===== config.mk =====
export PLATFORM = sky130hd
export DESIGN_NAME = ac_link_pwrseq
export DESIGN_NICKNAME = d
export VERILOG_FILES = /design/src/rtl/aclk_pkg.sv /design/src/rtl/ac_sdin_wake.sv /design/src/rtl/ac_slot_ctr.sv /design/src/rtl/ac_pwr_fsm.sv /design/src/rtl/ac_link_pwrseq.sv
export SDC_FILE = /design/constraint.sdc
export NUM_CORES = 1
export LEC_CHECK = 0
export ABC_AREA = 1
export BUFFER_PORTS_ARGS = -buffer_cell sky130_fd_sc_hd__buf_2
export CORE_UTILIZATION = 40
export DETAILED_ROUTE_END_ITERATION = 12
export GPL_ROUTABILITY_DRIVEN = 0
export GPL_TIMING_DRIVEN = 0
export PLACE_DENSITY = 0.64
export RECOVER_POWER = 50
export SYNTH_ARGS = -nofsm -noshare
export SYNTH_HDL_FRONTEND = slang
export SYNTH_SLANG_ARGS = --single-unit

===== constraint.sdc =====
create_clock -name clk -period 1.7 [get_ports clk]
set_input_delay 0.34 -clock clk [delete_from_list [all_inputs] [get_ports clk]]
set_output_delay 0.34 -clock clk [all_outputs]
set_load 0.02 [all_outputs]

===== src/rtl/aclk_pkg.sv =====
package aclk_pkg;
  typedef enum logic [2:0] {
    LS_ACTIVE  = 3'd0,
    LS_LOCKOUT = 3'd1,
    LS_HALTED  = 3'd2,
    LS_WARM    = 3'd3,
    LS_COLD    = 3'd4,
    LS_WAITRDY = 3'd5
  } lstate_t;
endpackage


===== src/rtl/ac_sdin_wake.sv =====
// Per-lane two-flop synchronizer plus rising-edge detect, OR-ed across lanes.
module ac_sdin_wake #(
  parameter int N_LANES = 3
) (
  input  logic               clk,
  input  logic               rst,
  input  logic [N_LANES-1:0] sdin,
  output logic               rise
);
  logic [N_LANES-1:0] lane_rise;

  for (genvar g = 0; g < N_LANES; g++) begin : g_lane
    logic [2:0] sh;  // [0],[1] synchronizer, [2] previous value
    always_ff @(posedge clk) begin
      if (rst) sh <= '0;
      else     sh <= {sh[1:0], sdin[g]};
    end
    assign lane_rise[g] = sh[1] & ~sh[2];
  end

  assign rise = |lane_rise;
endmodule


===== src/rtl/ac_slot_ctr.sv =====
// Bit/slot position tracker inside one output frame.
module ac_slot_ctr #(
  parameter int TAG_BITS  = 16,
  parameter int SLOT_BITS = 20,
  parameter int NUM_SLOTS = 13,
  parameter int SLOT_W    = $clog2(NUM_SLOTS)
) (
  input  logic              clk,
  input  logic              rst,
  input  logic              run,
  input  logic              tick,
  output logic [SLOT_W-1:0] slot,
  output logic              first,
  output logic              last
);
  localparam int WIDEST = (TAG_BITS > SLOT_BITS) ? TAG_BITS : SLOT_BITS;
  localparam int SBIT_W = $clog2(WIDEST);

  logic [SBIT_W-1:0] sbit;
  logic [SBIT_W-1:0] lim;

  assign lim   = (slot == '0) ? SBIT_W'(TAG_BITS - 1) : SBIT_W'(SLOT_BITS - 1);
  assign first = run & tick & (slot == '0) & (sbit == '0);
  assign last  = run & tick & (slot == SLOT_W'(NUM_SLOTS - 1)) & (sbit == SBIT_W'(SLOT_BITS - 1));

  always_ff @(posedge clk) begin
    if (rst || !run) begin
      slot <= '0;
      sbit <= '0;
    end else if (tick) begin
      if (sbit == lim) begin
        sbit <= '0;
        slot <= (slot == SLOT_W'(NUM_SLOTS - 1)) ? '0 : slot + 1'b1;
      end else begin
        sbit <= sbit + 1'b1;
      end
    end
  end
endmodule


===== src/rtl/ac_pwr_fsm.sv =====
// Power state machine: park, lockout, restart pulses, wait for codec ready.
module ac_pwr_fsm
  import aclk_pkg::*;
#(
  parameter int LOCK_CYC  = 20800,
  parameter int PULSE_CYC = 250
) (
  input  logic    clk,
  input  logic    rst,
  input  logic    frame_last,
  input  logic    pd_hit,
  input  logic    wake_edge,
  input  logic    warm_req,
  input  logic    cold_req,
  input  logic    shut_off,
  input  logic    codec_rdy,
  output lstate_t st,
  output logic    wake_hit
);
  localparam int MAXC  = (LOCK_CYC > PULSE_CYC) ? LOCK_CYC : PULSE_CYC;
  localparam int CNT_W = $clog2(MAXC) + 1;
  localparam logic [CNT_W-1:0] LOCK_LAST  = CNT_W'(LOCK_CYC - 1);
  localparam logic [CNT_W-1:0] PULSE_LAST = CNT_W'(PULSE_CYC - 1);

  logic [CNT_W-1:0] tcnt;
  logic             pend_w, pend_c;
  logic             take_w, take_c, parked;

  assign take_c   = cold_req & ~shut_off;
  assign take_w   = (warm_req | wake_edge) & ~shut_off;
  assign parked   = (st == LS_LOCKOUT) | (st == LS_HALTED);
  assign wake_hit = wake_edge & ~shut_off & parked;

  always_ff @(posedge clk) begin
    if (rst) begin
      st     <= LS_WAITRDY;
      tcnt   <= '0;
      pend_w <= 1'b0;
      pend_c <= 1'b0;
    end else begin
      case (st)
        LS_ACTIVE: begin
          if (frame_last && pd_hit) begin
            st     <= LS_LOCKOUT;
            tcnt   <= '0;
            pend_w <= 1'b0;
            pend_c <= 1'b0;
          end
        end
        LS_LOCKOUT: begin
          if (tcnt == LOCK_LAST) begin
            tcnt   <= '0;
            pend_w <= 1'b0;
            pend_c <= 1'b0;
            if (pend_c || take_c)      st <= LS_COLD;
            else if (pend_w || take_w) st <= LS_WARM;
            else                       st <= LS_HALTED;
          end else begin
            tcnt   <= tcnt + 1'b1;
            pend_c <= pend_c | take_c;
            pend_w <= pend_w | take_w;
          end
        end
        LS_HALTED: begin
          tcnt <= '0;
          if (take_c)      st <= LS_COLD;
          else if (take_w) st <= LS_WARM;
        end
        LS_WARM, LS_COLD: begin
          if (tcnt == PULSE_LAST) begin
            st   <= LS_WAITRDY;
            tcnt <= '0;
          end else begin
            tcnt <= tcnt + 1'b1;
          end
        end
        LS_WAITRDY: begin
          if (codec_rdy) st <= LS_ACTIVE;
        end
        default: st <= LS_WAITRDY;
      endcase
    end
  end
endmodule


===== src/rtl/ac_link_pwrseq.sv =====
module ac_link_pwrseq
  import aclk_pkg::*;
#(
  parameter int          N_SDIN      = 3,
  parameter int          TAG_BITS    = 16,
  parameter int          SLOT_BITS   = 20,
  parameter int          NUM_SLOTS   = 13,
  parameter int          FRAME_CYC   = 5200,
  parameter int          LOCK_FRAMES = 4,
  parameter int          PULSE_CYC   = 250,
  parameter int          ADDR_W      = 7,
  parameter int          DATA_W      = 16,
  parameter logic [6:0]  PD_ADDR     = 7'h26,
  parameter int          PD_BIT      = 12,
  parameter int          SLOT_W      = $clog2(NUM_SLOTS)
) (
  input  logic              clk,
  input  logic              rst,
  input  logic              bit_tick,
  input  logic              sdout_data,
  input  logic              cmd_wr,
  input  logic [ADDR_W-1:0] cmd_addr,
  input  logic [DATA_W-1:0] cmd_data,
  input  logic              codec_rdy,
  input  logic [N_SDIN-1:0] sdin,
  input  logic              warm_req,
  input  logic              cold_req,
  input  logic              shut_off,
  input  logic              wake_clr,
  output logic              sync_o,
  output logic              sdout_o,
  output logic              codec_rst_n,
  output logic              link_ready,
  output logic              halted,
  output logic              wake_sts,
  output logic              frame_mark,
  output logic [SLOT_W-1:0] slot_idx
);
  localparam int LOCK_CYC = LOCK_FRAMES * FRAME_CYC;
  localparam logic [DATA_W-1:0] PD_MASK = DATA_W'(1) << PD_BIT;

  lstate_t           st;
  logic              wake_edge, wake_hit;
  logic              run, f_first, f_last, pd_hit;
  logic [SLOT_W-1:0] slot;

  assign run    = (st == LS_ACTIVE);
  assign pd_hit = cmd_wr & (cmd_addr == ADDR_W'(PD_ADDR)) & ((cmd_data & PD_MASK) != '0);

  ac_sdin_wake #(.N_LANES(N_SDIN)) u_wake (
    .clk  (clk),
    .rst  (rst),
    .sdin (sdin),
    .rise (wake_edge)
  );

  ac_slot_ctr #(
    .TAG_BITS (TAG_BITS),
    .SLOT_BITS(SLOT_BITS),
    .NUM_SLOTS(NUM_SLOTS),
    .SLOT_W   (SLOT_W)
  ) u_slot (
    .clk  (clk),
    .rst  (rst),
    .run  (run),
    .tick (bit_tick),
    .slot (slot),
    .first(f_first),
    .last (f_last)
  );

  ac_pwr_fsm #(
    .LOCK_CYC (LOCK_CYC),
    .PULSE_CYC(PULSE_CYC)
  ) u_fsm (
    .clk       (clk),
    .rst       (rst),
    .frame_last(f_last),
    .pd_hit    (pd_hit),
    .wake_edge (wake_edge),
    .warm_req  (warm_req),
    .cold_req  (cold_req),
    .shut_off  (shut_off),
    .codec_rdy (codec_rdy),
    .st        (st),
    .wake_hit  (wake_hit)
  );

  always_ff @(posedge clk) begin
    if (rst) begin
      sync_o      <= 1'b0;
      sdout_o     <= 1'b0;
      codec_rst_n <= 1'b1;
      link_ready  <= 1'b0;
      halted      <= 1'b0;
      wake_sts    <= 1'b0;
      frame_mark  <= 1'b0;
      slot_idx    <= '0;
    end else begin
      sync_o      <= (st == LS_WARM) | (run & (slot == '0));
      sdout_o     <= run & sdout_data;
      codec_rst_n <= (st != LS_COLD);
      link_ready  <= run;
      halted      <= (st == LS_LOCKOUT) | (st == LS_HALTED);
      frame_mark  <= f_first;
      slot_idx    <= slot;
      if (wake_hit)      wake_sts <= 1'b1;
      else if (wake_clr) wake_sts <= 1'b0;
    end
  end
endmodule


Word level (Yosys, flattened, before mapping)
Index checks and enable logic that the tools add are counted.

Input bits: 36. Memory bits (read-only): 0. Word-level logic and storage cells: 102. RAM bits: 0. Output and inout port bits: 11. Register bits: 50. Memories kept: 0. Bits in latches: 0.

Reductions and logical operators: 17. Mux-type cells: 23. Shift operators: 0. Equal/unequal tests: 17. Magnitude comparators: 0. $add $sub $neg: 3. Multiply operators: 0. Bitwise operators: 25. Div/mod/pow operators: 0.

Operator list (number): $pmux 16 s4 (1); $mux 16 (3); $mux 3 (7); $add 16x1->16 const B (1); $and 1x1->1 (16); $eq 16x15->1 const B (1); $eq 16x8->1 const B (1); $pmux 3 s5 (1); $mux 5 (2); $eq 7x6->1 const B (1); $eq 3x2->1 const B (2); $eq 3x3->1 const B (2); $mux 1 (6); $ne 2x1->1 const B (3); $reduce_and 2->1 (3); $add 5x1->5 const B (1); $eq 5x5->1 (1); $eq 5x5->1 const B (1); $logic_not 5->1 (1); $or 1x1->1 (5); $reduce_and 5->1 (1); $add 4x1->4 const B (1); $eq 4x4->1 const B (1); $logic_not 4->1 (1); 15 further kinds (22).

Logic depth before layout (Yosys ltp)
Gate-level depths: netlist of run 1.

Word-level depth: 10. Gate-level depth with buffers: 11. Mapped depth without buffers: 11.

By module
From an unflattened synthesis of run 1, not the netlist that was laid out.

Cells, all modules: 405. Area total of the unflattened synthesis: 2723.9 um^2.

By module, submodules not included: ac_pwr_fsm (seq. area each 420.4 um^2, times used 1, cells each 239, area an instance 1437.6 um^2); ac_slot_ctr (seq. area each 180.2 um^2, times used 1, cells each 82, area an instance 590.6 um^2); ac_link_pwrseq (seq. area each 220.2 um^2, times used 1, cells each 49, area an instance 409.1 um^2); ac_sdin_wake (seq. area each 180.2 um^2, times used 1, cells each 35, area an instance 286.5 um^2).

Worst setup path before layout of run 1
No wires, ideal clock.

Kind: reg-to-reg. Start point: reg u_fsm.tcnt[0]. End point: reg u_fsm.st[0]. Required time: 1.577 ns. Data arrival time: 1.446 ns. Slack: 0.130 ns. Setup time: 0.123 ns. Clock period less this slack: 1.570 ns. Cell stages (with the launch flop): 11. Buffers on the path: 0. Cells stage by stage: dfxtp_1 > ha_1 > nand3_1 > nor2_1 > nand2_2 > nand2_1 > nand2_2 > nor2_4 > nand2_1 > nand2_1 > nand3_1.

Cells in the longest elaborated chain, start to end: 3. Elaborated cells on any way between the ends: 5. Those cells by class: eq/ne: 4; reduce/logical: 1.

Ends and longest elaborated chain: from (decl) (line ac_pwr_fsm.sv:25) `logic [CNT_W-1:0] tcnt;`; from (signal assigned) (line ac_pwr_fsm.sv:59) `tcnt <= tcnt + 1'b1;`; from (signal assigned) (line ac_pwr_fsm.sv:74) `tcnt <= tcnt + 1'b1;`; $eq 16x8->1 or $eq 16x15->1 (tied branches) (line ac_pwr_fsm.sv:70, ac_pwr_fsm.sv:51); $ne 2x1->1 (no source line); $reduce_and 5->1 (no source line) *; to (signal assigned) (line ac_pwr_fsm.sv:67) `else if (take_w) st <= LS_WARM;`; to (signal assigned) (line ac_pwr_fsm.sv:71) `st <= LS_WAITRDY;`; to (signal assigned) (line ac_pwr_fsm.sv:78) `if (codec_rdy) st <= LS_ACTIVE;`; to (decl) (line ac_pwr_fsm.sv:17) `output lstate_t st,`.

Mark *: on every way between the ends. The rest lies on a longest branch, timed or not. A chain may end at the register's enable or synchronous reset.

Worst setup path after layout of run 1
Start point: reg u_slot.sbit[0]. End point: reg u_fsm.tcnt[3].

Cells in the longest elaborated chain, start to end: 5.

Ends and longest elaborated chain: from (decl) (line ac_slot_ctr.sv:19) `logic [SBIT_W-1:0] sbit;`; from (signal assigned) (line ac_slot_ctr.sv:35) `sbit <= sbit + 1'b1;`; $eq 5x5->1 (line ac_slot_ctr.sv:24) `assign last = run & tick & (slot == SLOT_W'(NUM_SLOTS - 1)) & (sbit == SBIT_W'(SLOT_BITS - 1));`; $and 1x1->1 (line ac_slot_ctr.sv:24); $logic_and 1x1->1 (line ac_pwr_fsm.sv:43) `if (frame_last && pd_hit) begin`; $ne 2x1->1 (no source line); $reduce_and 2->1 (no source line).

Every way passes these cells.

==> reports/qor.tcl, run 1 <==
set qor(transition_time_at_the_pin_with_the_least_slew_margin_ps) 708.1
set qor(buffer_ports.inserted) 30
set qor(finalCriticalPeriod_ps) 1627
set qor(postSynth.asyncResetShare_pct) 0
set qor(summed_instance_area_of_the_synthesized_netlist_um2) 2620
set qor(skew_ps) 12.60
set qor(power_density_nw_per_um2) 992.5
set qor(synth_edf_count) 0
set qor(core_region_area_um2) 6350
set qor(r2r_end) {u_fsm.tcnt[3]}
set qor(via_per_inst) 5.117
set qor(layout.cells.most_common) {nand2_1}
set qor(overflow) 0
set qor(power_leakage_nw) 1.330
set qor(critical_path_arrival_ps) 1810
set qor(initial_core_utilization_pct) 41.26
set qor(htree_levels) 2
set qor(cts_max_path_buffers) 2
set qor(post-route-drc-count) 0
set qor(ys_seq_elements) 50
set qor(grt_antenna_before_repair) 0
set qor(clock.fmax_mhz) 614.5
set qor(final_nets) 476
set qor(n_antenna_cell) 0
set qor(crit_path_end) {u_fsm.tcnt[3]}
set qor(std_cell_rows) 29
set qor(final.setup.tns_ps) 0
set qor(wl_per_cell_um) 12.76
set qor(groute.usage.overall_pct) 18.50
set qor(cts_inserted_buffers) 5
set qor(cts_tree) {done}
set qor(hold_path.class) {in -> reg}
set qor(worst-setup-path-type) {reg -> reg}
set qor(layout-area-overhead-vs-synth_pct) 20.15
set qor(cts_root_buffer) {clkbuf_8}
set qor(timing.final.crit_share_pct) 95.72
set qor(r2r_cells) 10
set qor(maximum_fanout_along_the_worst_path) 8
set qor(max_cap_viol_count) 0
set qor(setup_violations) 0
set qor(slew_viol_final) 0
set qor(timing.critical_path.from_type) {register}
set qor(post-dp-hpwl_um) 4571
set qor(overall_die_area_um2) 6877
set qor(synthDistinctLibCells) 29
set qor(regToRegStartpoint) {u_slot.sbit[0]}
set qor(ir_drop_uv) 488.9
set qor(data_required_time_at_the_worst_endpoint_ps) 1890
set qor(die_w_um) 82.93
set qor(layout-drive-gt1-share_pct) 19.77
set qor(finalWirelength_um) 6532
set qor(synth_nets) 432
set qor(cp-end-kind) {register}
set qor(detail_route.iter0.violations) 185
set qor(grt_pass1_vias) 2334
set qor(layout.cells.most_common_list) {nand2_1, inv_1, nor2_1}
set qor(clock_sink_count) 50
set qor(rrSetupSlack_ps) 70
set qor(timing.critical_path.from) {u_slot.sbit[0]}
set qor(synth.yosys.warnings) 0
set qor(io-pin-count) 47
set qor(die_h_um) 82.93
set qor(postSynth.topFlopCell) {dfxtp_1}
set qor(cts.reportedPaths.clkPinSlew_ps) 90
set qor(tritonroute_pass_1_iters) 4
set qor(global_route_wire_length_before_repair_um) 10580
set qor(clk_latency_ps) 320
set qor(relSlewSlack_pct) 52.47
set qor(status) {finished, final reports clean}
set qor(synth_cells) 390
set qor(routed-via-count) 2620
set qor(report.power.total_mw) 3.124
set qor(seq_area_frac_synth_pct) 38.20
set qor(synth_area_per_cell_um2) 6.718
set qor(grt_max_degree) 16
set qor(antenna_violating_nets_post_route) 0
set qor(timing.final.hold_violations) 0
synthesized netlist by cell type (2+ instances only):
master / instances / area [um2]
nand3_2: 2 / 20.02
inv_1: 55 / 206.5
a21oi_1: 27 / 135.1
ha_1: 6 / 75.07
nor3_1: 9 / 45.04
dfxtp_1: 50 / 1001
xor2_1: 7 / 61.31
nand2_4: 2 / 22.52
or2_2: 3 / 18.77
nand2_1: 90 / 337.8
buf_2: 2 / 10.01
nor2_1: 53 / 198.9
nand3b_1: 4 / 30.03
a31oi_1: 2 / 12.51
o211ai_1: 4 / 30.03
clkbuf_1: 4 / 15.01
o21ai_0: 8 / 40.04
nand3_1: 37 / 185.2
nand4_1: 11 / 68.82
buf_6: 2 / 22.52
o21bai_1: 2 / 15.01
nand2_2: 3 / 18.77
sequential cells by signal (all words and copies together), names as in the netlist, 3 cells and up:
register,count
u_wake.g_lane.sh,9
u_fsm.tcnt,16
u_slot.sbit,5
u_fsm.st,3
u_slot.slot,4
slot_idx,4
cell families (layout without fill, tap and decap cells):
| family | count (synthesis) | in the layout | synth area share, % |
|---|---|---|---|
| XOR/XNOR | 7 | 7 | 2.340 |
| flip-flops | 50 | 50 | 38.20 |
| AND/OR/NAND/NOR | 217 | 218 | 37.01 |
| AO/OA/AOI/OAI | 46 | 46 | 9.742 |
| buffers and inverters | 64 | 108 | 9.837 |
| adder cells (fa/ha/maj) | 6 | 6 | 2.865 |
timing repair:
action | in CTS | in global routing
pin swaps | 3 | 8
setup endpoints to repair | 17 | 27
gates resized for setup | 13 | 36
hold buffers | 0 | 0
gates cloned | 0 | 1
setup buffers | 1 | 6
through the flow:
step	hold WS (ps)	instance area [um2]	setup WS [ps]	cells	utilization, %
CTS	216.7	3007	35.76	505	47.35
floorplan	388.3	2620	130.3	390	-
finish	222.9	3148	72.78	512	49.58
global route	221.7	3148	-34.19	512	49.58
detailed placement	394.4	2867	-197.7	497	45.14
global placement	389.2	2867	-169.8	497	45.14
where the power goes:
group	internal (mW)	switching, mW
Combinational	0.298	0.640
Clock	0.439	0.416
Sequential	1.26	0.0697
Total	2.00	1.13
layout make-up:
cell class	count	area, um2
buffer	7	36.28
clock buffer	6	72.57
clock inverter	2	37.54
fill	619	3202
inverter	56	215.2
multi-input combinational	277	1481
sequential	50	1020
tap	77	96.34
timing repair buffer	37	188.9
metal layers:
layer  vias to the layer above  track usage (%)  routed length [um]
met2                        73            29.28                3061
met1                      1186            24.60                2938
met5                         -                0                   0
li1                       1345                -                   -
met3                        16            4.374                 381
met4                         0            6.583                 150
how the worst min path moves through the flow:
stage,start,end,slack (ps),cells after the start
floorplan,u_wake.g_lane[0].sh[0],u_wake.g_lane[0].sh[1],390,2
global placement,u_wake.g_lane[1].sh[0],u_wake.g_lane[1].sh[1],390,2
detailed placement,u_wake.g_lane[2].sh[0],u_wake.g_lane[2].sh[1],390,2
CTS,sdin[1],u_wake.g_lane[1].sh[0],220,3
global route,sdin[1],u_wake.g_lane[1].sh[0],220,3
finish,sdin[2],u_wake.g_lane[2].sh[0],220,3
critical path, stage by stage (launching register included):
cell and delay, ps:
dfxtp_4 370, ha_2 180, nand2_2 90, inv_4 90
nand3_2 80, nor2_4 100, nand3_2 90, nand2_4 150
nand2_8 100, a21oi_2 190, nor2_1 50
No activity file was read; power rests on OpenSTA's default activity.
==> run 2: changes to the inputs <==
--- a/config.mk
+++ b/config.mk
@@ -5,13 +5,14 @@
 export SDC_FILE = /design/constraint.sdc
 export NUM_CORES = 1
 export LEC_CHECK = 0
-export ABC_AREA = 1
 export BUFFER_PORTS_ARGS = -buffer_cell sky130_fd_sc_hd__buf_2
+export CORE_ASPECT_RATIO = 0.7
 export CORE_UTILIZATION = 40
 export DETAILED_ROUTE_END_ITERATION = 12
 export GPL_ROUTABILITY_DRIVEN = 0
 export GPL_TIMING_DRIVEN = 0
-export PLACE_DENSITY = 0.64
+export MAX_ROUTING_LAYER = met4
+export PLACE_DENSITY = 0.65
 export RECOVER_POWER = 50
 export SYNTH_ARGS = -nofsm -noshare
 export SYNTH_HDL_FRONTEND = slang
==> reports/qor.tcl, run 2 <==
set qor(layout.cells.most_common) {dfxtp_1}
set qor(cts_tree) {done}
set qor(cts_root_buffer) {clkbuf_8}
set qor(setup_ws_ps) -450.3
set qor(critical_path_arrival_ps) 2350
set qor(gr_met2_demand_resource_pct) 29.95
set qor(cts.reportedPaths.clkPinSlew_ps) 90
set qor(clock.fmax_mhz) 465.0
set qor(slew_viol_final) 0
set qor(postSynth.topFlopCell) {dfxtp_1}
set qor(cp-end-kind) {register}
set qor(place_area_um2) 2731
set qor(final.setup.tns_ps) -7562
set qor(final_cell_count_no_fill) 417
set qor(grt_max_degree) 16
set qor(grt_busiest_layer) {met2}
set qor(global_route_wire_length_before_repair_um) 9887
set qor(global_route.usage.met3_pct) 4.452
set qor(data_required_time_at_the_worst_endpoint_ps) 1900
set qor(routed-via-count) 2323
set qor(largest_register_ff_count) 16
set qor(finalWirelength_um) 6385
set qor(buffer_ports.inserted) 31
set qor(transition_time_at_the_pin_with_the_least_slew_margin_ps) 524.7
set qor(postSynth.asyncResetShare_pct) 0
set qor(finalCriticalPeriod_ps) 2150
set qor(tritonroute_pass_1_iters) 4
set qor(summed_instance_area_of_the_synthesized_netlist_um2) 2422
set qor(n_antenna_cell) 0
set qor(clock_sink_count) 50
set qor(rsz0062_at_grt) {true}
set qor(synth_edf_count) 0
set qor(synthDistinctLibCells) 55
set qor(core_region_area_um2) 5784
set qor(ys_seq_elements) 50
set qor(final_cell_area_excluding_filler_cells_um2) 3423
set qor(worst-setup-path-type) {reg -> reg}
set qor(maximum_fanout_along_the_worst_path) 6
set qor(failing_checks) {negative setup slack}
set qor(status) {finished, violations left}
set qor(skew_ps) 9.559
set qor(timing.final.crit_share_pct) 126.5
set qor(grt_pass1_vias) 2016
set qor(die_w_um) 95.01
set qor(synth_cells) 277
set qor(met1_usage_pct) 29.74
set qor(wl_per_cell_um) 15.31
set qor(hold_path.class) {in -> reg}
set qor(die_h_um) 67.11
set qor(synth_area_leader_cell) {dfxtp_1}
set qor(max_cap_viol_count) 0
set qor(setup_violations) 28
set qor(antenna_violating_nets_post_route) 0
set qor(relSlewSlack_pct) 64.75
set qor(report.power.total_mw) 3.832
set qor(std_cell_rows) 23
set qor(post-place-cells) 383
set qor(ir_drop_uv) 534.8
set qor(overflow) 0
set qor(power_density_nw_per_um2) 1119
set qor(initial_core_utilization_pct) 41.88
set qor(layout-area-overhead-vs-synth_pct) 41.32
set qor(synth_most_common_cell) {dfxtp_1}
set qor(timing.final.hold_violations) 0
set qor(via_per_inst) 5.571
set qor(clk_latency_ps) 310
set qor(synth_area_per_cell_um2) 8.745
set qor(groute.usage.overall_pct) 21.02
set qor(top_register) {u_fsm.tcnt}
set qor(synth_nets) 319
set qor(ys_top_cells_by_area) {dfxtp_1, a21oi_1, nor2b_1}
set qor(reg_top3) {u_fsm.tcnt (16), u_wake.g_lane.sh (9), u_slot.sbit (5)}
set qor(overall_die_area_um2) 6376
set qor(seq_area_frac_synth_pct) 41.32
set qor(detail_route.iter0.violations) 163
set qor(grt_antenna_before_repair) 0
set qor(pre_cts_setup_slack_ps) -626.7
set qor(post-dp-hpwl_um) 3846
set qor(synth.yosys.warnings) 0
set qor(final_nets) 383
set qor(layout-drive-gt1-share_pct) 42.11
set qor(post-route-drc-count) 0
set qor(synthTopCellsByCount) {dfxtp_1, a21oi_1, nor2_1}
set qor(htree_levels) 2
set qor(synth_top_area_share_pct) 41.32
set qor(layout.cells.most_common_list) {dfxtp_1, buf_2, nor2_1}
set qor(cts_inserted_buffers) 5
set qor(worst_hold_slack_ps) 226.5
set qor(timing.critical_path.from_type) {register}
set qor(io-pin-count) 47
set qor(utilization_pct) 59.18
set qor(cts_max_path_buffers) 2
set qor(power_leakage_nw) 1.255
[run 2: cell families after synthesis]
logic type / Yosys count / share of synthesized area [%]
AO/OA/AOI/OAI: 60 / 16.99
XOR/XNOR: 4 / 1.446
adder cells (fa/ha/maj): 6 / 3.099
buffers and inverters: 26 / 4.855
flip-flops: 50 / 41.32
multiplexers: 2 / 0.8265
AND/OR/NAND/NOR: 129 / 31.46
[run 2: worst paths after layout]
check	from	end	slack [ps]	cells past startpoint
setup reg to reg	u_slot.sbit[0]	u_fsm.tcnt[7]	-450	8
setup / recovery	u_slot.sbit[0]	u_fsm.tcnt[7]	-450	8
hold reg to reg	u_wake.g_lane[2].sh[0]	u_wake.g_lane[2].sh[1]	450	1
hold / removal	sdout_data	sdout_o	230	2
[run 2: repair_timing]
item / CTS / global route
setup buffers: 14 / 10
gates cloned: 4 / 0
pin swaps: 24 / 13
hold buffers: 0 / 0
setup endpoints to repair: 32 / 33
resized for setup: 47 / 46
[run 2: critical path, stage by stage (launching register included)]
cell and delay (ps):
dfxtp_2 360, ha_4 130, nand4b_1 90, or4_4 470, o31a_4 340, clkbuf_16 180
buf_12 140, o31ai_4 220, a21oi_1 100
[run 2: routing by layer]
layer  share of wire (%)  wire, um  vias up
li1                    -         -     1135
met1                  51      3234     1117
met2                  44      2779       63
met3                 4.8       304        8
met4                 1.0        66        0
met5                   0         0        -
[run 2: area by class of cell]
class | count | area [um2]
Timing Repair Buffer | 57 | 385.4
Inverter | 16 | 60.06
Multi-Input combinational cell | 202 | 1665
Sequential cell | 50 | 1021
Tap cell | 75 | 93.84
Buffer | 9 | 88.84
Fill cell | 508 | 2361
Clock inverter | 3 | 40.04
Clock buffer | 5 | 68.82
[run 2: power breakdown]
group	switching, mW	internal, mW	leakage (nW)
clock	0.425	0.434	0.0579
sequential	0.0878	1.26	0.412
combinational	0.839	0.790	0.785
==> run 3: changes to the inputs <==
--- a/config.mk
+++ b/config.mk
@@ -12,8 +12,9 @@
 export GPL_ROUTABILITY_DRIVEN = 0
 export GPL_TIMING_DRIVEN = 0
 export MAX_ROUTING_LAYER = met4
-export PLACE_DENSITY = 0.65
+export PLACE_DENSITY = 0.64
 export RECOVER_POWER = 50
 export SYNTH_ARGS = -nofsm -noshare
 export SYNTH_HDL_FRONTEND = slang
+export SYNTH_HIERARCHICAL = 1
 export SYNTH_SLANG_ARGS = --single-unit
==> reports/qor.tcl, run 3 <==
set qor(power_density_nw_per_um2) 1116
set qor(place_area_um2) 2917
set qor(postSynth.asyncResetShare_pct) 0
set qor(timing.final.crit_share_pct) 127.2
set qor(overall_die_area_um2) 6838
set qor(cts_inserted_buffers) 5
set qor(seq_area_frac_synth_pct) 38.46
set qor(top_register) {u_fsm/tcnt}
set qor(cts_tree) {done}
set qor(status) {finished, violations left}
set qor(grt_max_degree) 18
set qor(relSlewSlack_pct) 59.98
set qor(power.share.clock_pct) 26.6
set qor(ctsHoldBuffers) 0
set qor(finalCriticalPeriod_ps) 2163
set qor(layout-area-overhead-vs-synth_pct) 32.07
set qor(largest_register_ff_count) 16
set qor(cts_max_path_buffers) 2
set qor(synth.yosys.warnings) 6
set qor(seqPwrFrac_pct) 36.0
set qor(setup_ws_ps) -462.8
set qor(hold_path.startpoint) {sdout_data}
set qor(global_route_wire_length_before_repair_um) 10290
set qor(postSynth.topFlopCell) {dfxtp_1}
set qor(critical_path_arrival_ps) 2330
set qor(switching_power_mw) 1.304
set qor(final.setup.tns_ps) -6182
set qor(synthDistinctLibCells) 67
set qor(ys_top_cells_by_area) {dfxtp_1, a21oi_1, nor2b_1}
set qor(num-fill-cells) 576
set qor(summed_instance_area_of_the_synthesized_netlist_um2) 2602
set qor(synth_edf_count) 0
set qor(rsz0062_at_grt) {true}
set qor(htree_levels) 2
set qor(std_cell_rows) 24
set qor(antenna_violating_nets_post_route) 0
set qor(cp-end-kind) {register}
set qor(layout.cells.most_common_list) {dfxtp_1, buf_2, a21oi_1}
set qor(synth_most_common_cell) {dfxtp_1}
set qor(synth_nets) 343
set qor(skew_ps) 10.26
set qor(comb_power_share_pct) 37.4
set qor(failing_checks) {negative setup slack}
set qor(finalWirelength_um) 6518
set qor(tritonroute_pass_1_iters) 8
set qor(utilization_pct) 55.03
set qor(data_required_time_at_the_worst_endpoint_ps) 1860
set qor(hold_path.class) {in -> reg}
set qor(maximum_fanout_along_the_worst_path) 3
set qor(max_cap_viol_count) 0
set qor(io-pin-count) 47
set qor(initial_core_utilization_pct) 41.67
set qor(regToRegStartpoint) {u_slot/slot[1]}
set qor(final_nets) 400
set qor(cts.reportedPaths.clkPinSlew_ps) 100
set qor(die_h_um) 69.49
set qor(buffer_ports.inserted) 31
set qor(n_antenna_cell) 0
set qor(clk_latency_ps) 300
set qor(cts_root_buffer) {clkbuf_8}
set qor(synth_top_area_share_pct) 38.46
set qor(clock.fmax_mhz) 462.4
set qor(timing.final.hold_violations) 0
set qor(final_cell_count_no_fill) 437
set qor(switching_share_of_power_pct) 33.99
set qor(overflow) 0
set qor(layout.cells.most_common) {dfxtp_1}
set qor(synth_cells) 301
set qor(die_w_um) 98.41
set qor(transition_time_at_the_pin_with_the_least_slew_margin_ps) 595.6
set qor(power.internal_mw) 2.532
set qor(routed-via-count) 2423
set qor(timing.critical_path.from_type) {register}
set qor(layout-drive-gt1-share_pct) 35.65
set qor(reg_top3) {u_fsm/tcnt (16), u_wake/g_lane.sh (9), u_slot/sbit (5)}
set qor(synthTopCellsByCount) {dfxtp_1, nand2_1, a21oi_1}
set qor(power_leakage_nw) 1.354
set qor(grt_pass1_vias) 2123
set qor(synth_area_per_cell_um2) 8.646
set qor(ir_drop_uv) 516.5
set qor(detail_route.iter0.violations) 185
set qor(core_region_area_um2) 6246
set qor(groute.usage.overall_pct) 19.26
set qor(clock_sink_count) 50
set qor(report.power.total_mw) 3.835
set qor(slew_viol_final) 0
set qor(post-place-cells) 410
set qor(timing.critical_path.from) {u_slot/slot[1]}
set qor(final_cell_area_excluding_filler_cells_um2) 3437
set qor(via_per_inst) 5.545
set qor(grt_antenna_before_repair) 0
set qor(setup_violations) 27
set qor(post-route-drc-count) 0
set qor(ys_seq_elements) 50
set qor(post-dp-hpwl_um) 4267
set qor(synth_area_leader_cell) {dfxtp_1}
set qor(wl_per_cell_um) 14.92
set qor(worst-setup-path-type) {reg -> reg}
run 3: metal layers:
| layer | track usage (%) | part of all wire, % | wire (um) |
|---|---|---|---|
| met4 | 3.980 | 0.35 | 23 |
| met2 | 26.68 | 44 | 2900 |
| met5 | - | 0 | 0 |
| met3 | 4.032 | 3.9 | 254 |
| met1 | 28.55 | 51 | 3340 |
run 3: final cells by class:
class | instances | area [um2] | share of cell area [%]
Tap cell | 78 | 97.59 | 2.839
Clock buffer | 6 | 82.58 | 2.403
Buffer | 12 | 86.33 | 2.512
Timing Repair Buffer | 51 | 316.6 | 9.210
Clock inverter | 2 | 60.06 | 1.747
Multi-Input combinational cell | 223 | 1717 | 49.95
Sequential cell | 50 | 1016 | 29.56
Inverter | 15 | 61.31 | 1.784
run 3: what timing repair did:
item,in CTS,in global routing
resized for setup,33,26
endpoints found under the setup margin,27,28
cloned,1,0
pin swaps,15,16
buffers inserted,14,6
hold endpoints to repair,0,0
run 3: worst paths after layout:
| check | end | slack (ps) | depth (start not counted) |
|---|---|---|---|
| worst min register to register | u_wake/g_lane[1].sh[2] | 440 | 2 |
| worst min-delay path | sdout_o | 230 | 2 |
| worst max-delay path | u_fsm/tcnt[12] | -460 | 10 |
| worst max register to register | u_fsm/tcnt[12] | -460 | 10 |
run 3: worst max-delay path, cell delays in order, from the launching register on:
cell and delay, ps:
dfxtp_4 360, inv_4 60, ha_4 130, and3_4 190
nand4b_1 110, nor2_2 170, a21oi_2 80, mux2_4 280
or4_4 420, o311ai_2 100, a21oi_1 120
run 3: power groups by stage:
stage,clock (mW),combinational [mW],sequential [mW]
after floorplan,0,0.790,1.39
after global placement,0,1.04,1.38
after detailed placement,0,1.06,1.38
after CTS,1.05,1.36,1.36
after global routing,1.10,1.56,1.40
final,1.02,1.44,1.38
run 3: per-stage QoR:
step                      hold WS, ps  setup slack [ps]
after floorplan                 406.7            -338.2
after global placement          416.7            -504.7
after detailed placement        423.9            -510.3
after CTS                       223.9            -403.6
after global routing            225.6            -565.6
final                           231.1            -462.8
run 3: kinds of logic (layout without fill, tap and decap cells):
logic type	Yosys count	in the layout	share of synthesized area, %
adders and majority gates	6	6	2.885
xor gates and xnor gates	5	5	1.683
muxes	6	6	2.404
buffers and inverters	28	86	4.856
and+or+nand+nor	129	129	30.00
DFF	50	50	38.46
AOI/OAI and AO/OA	77	77	19.71
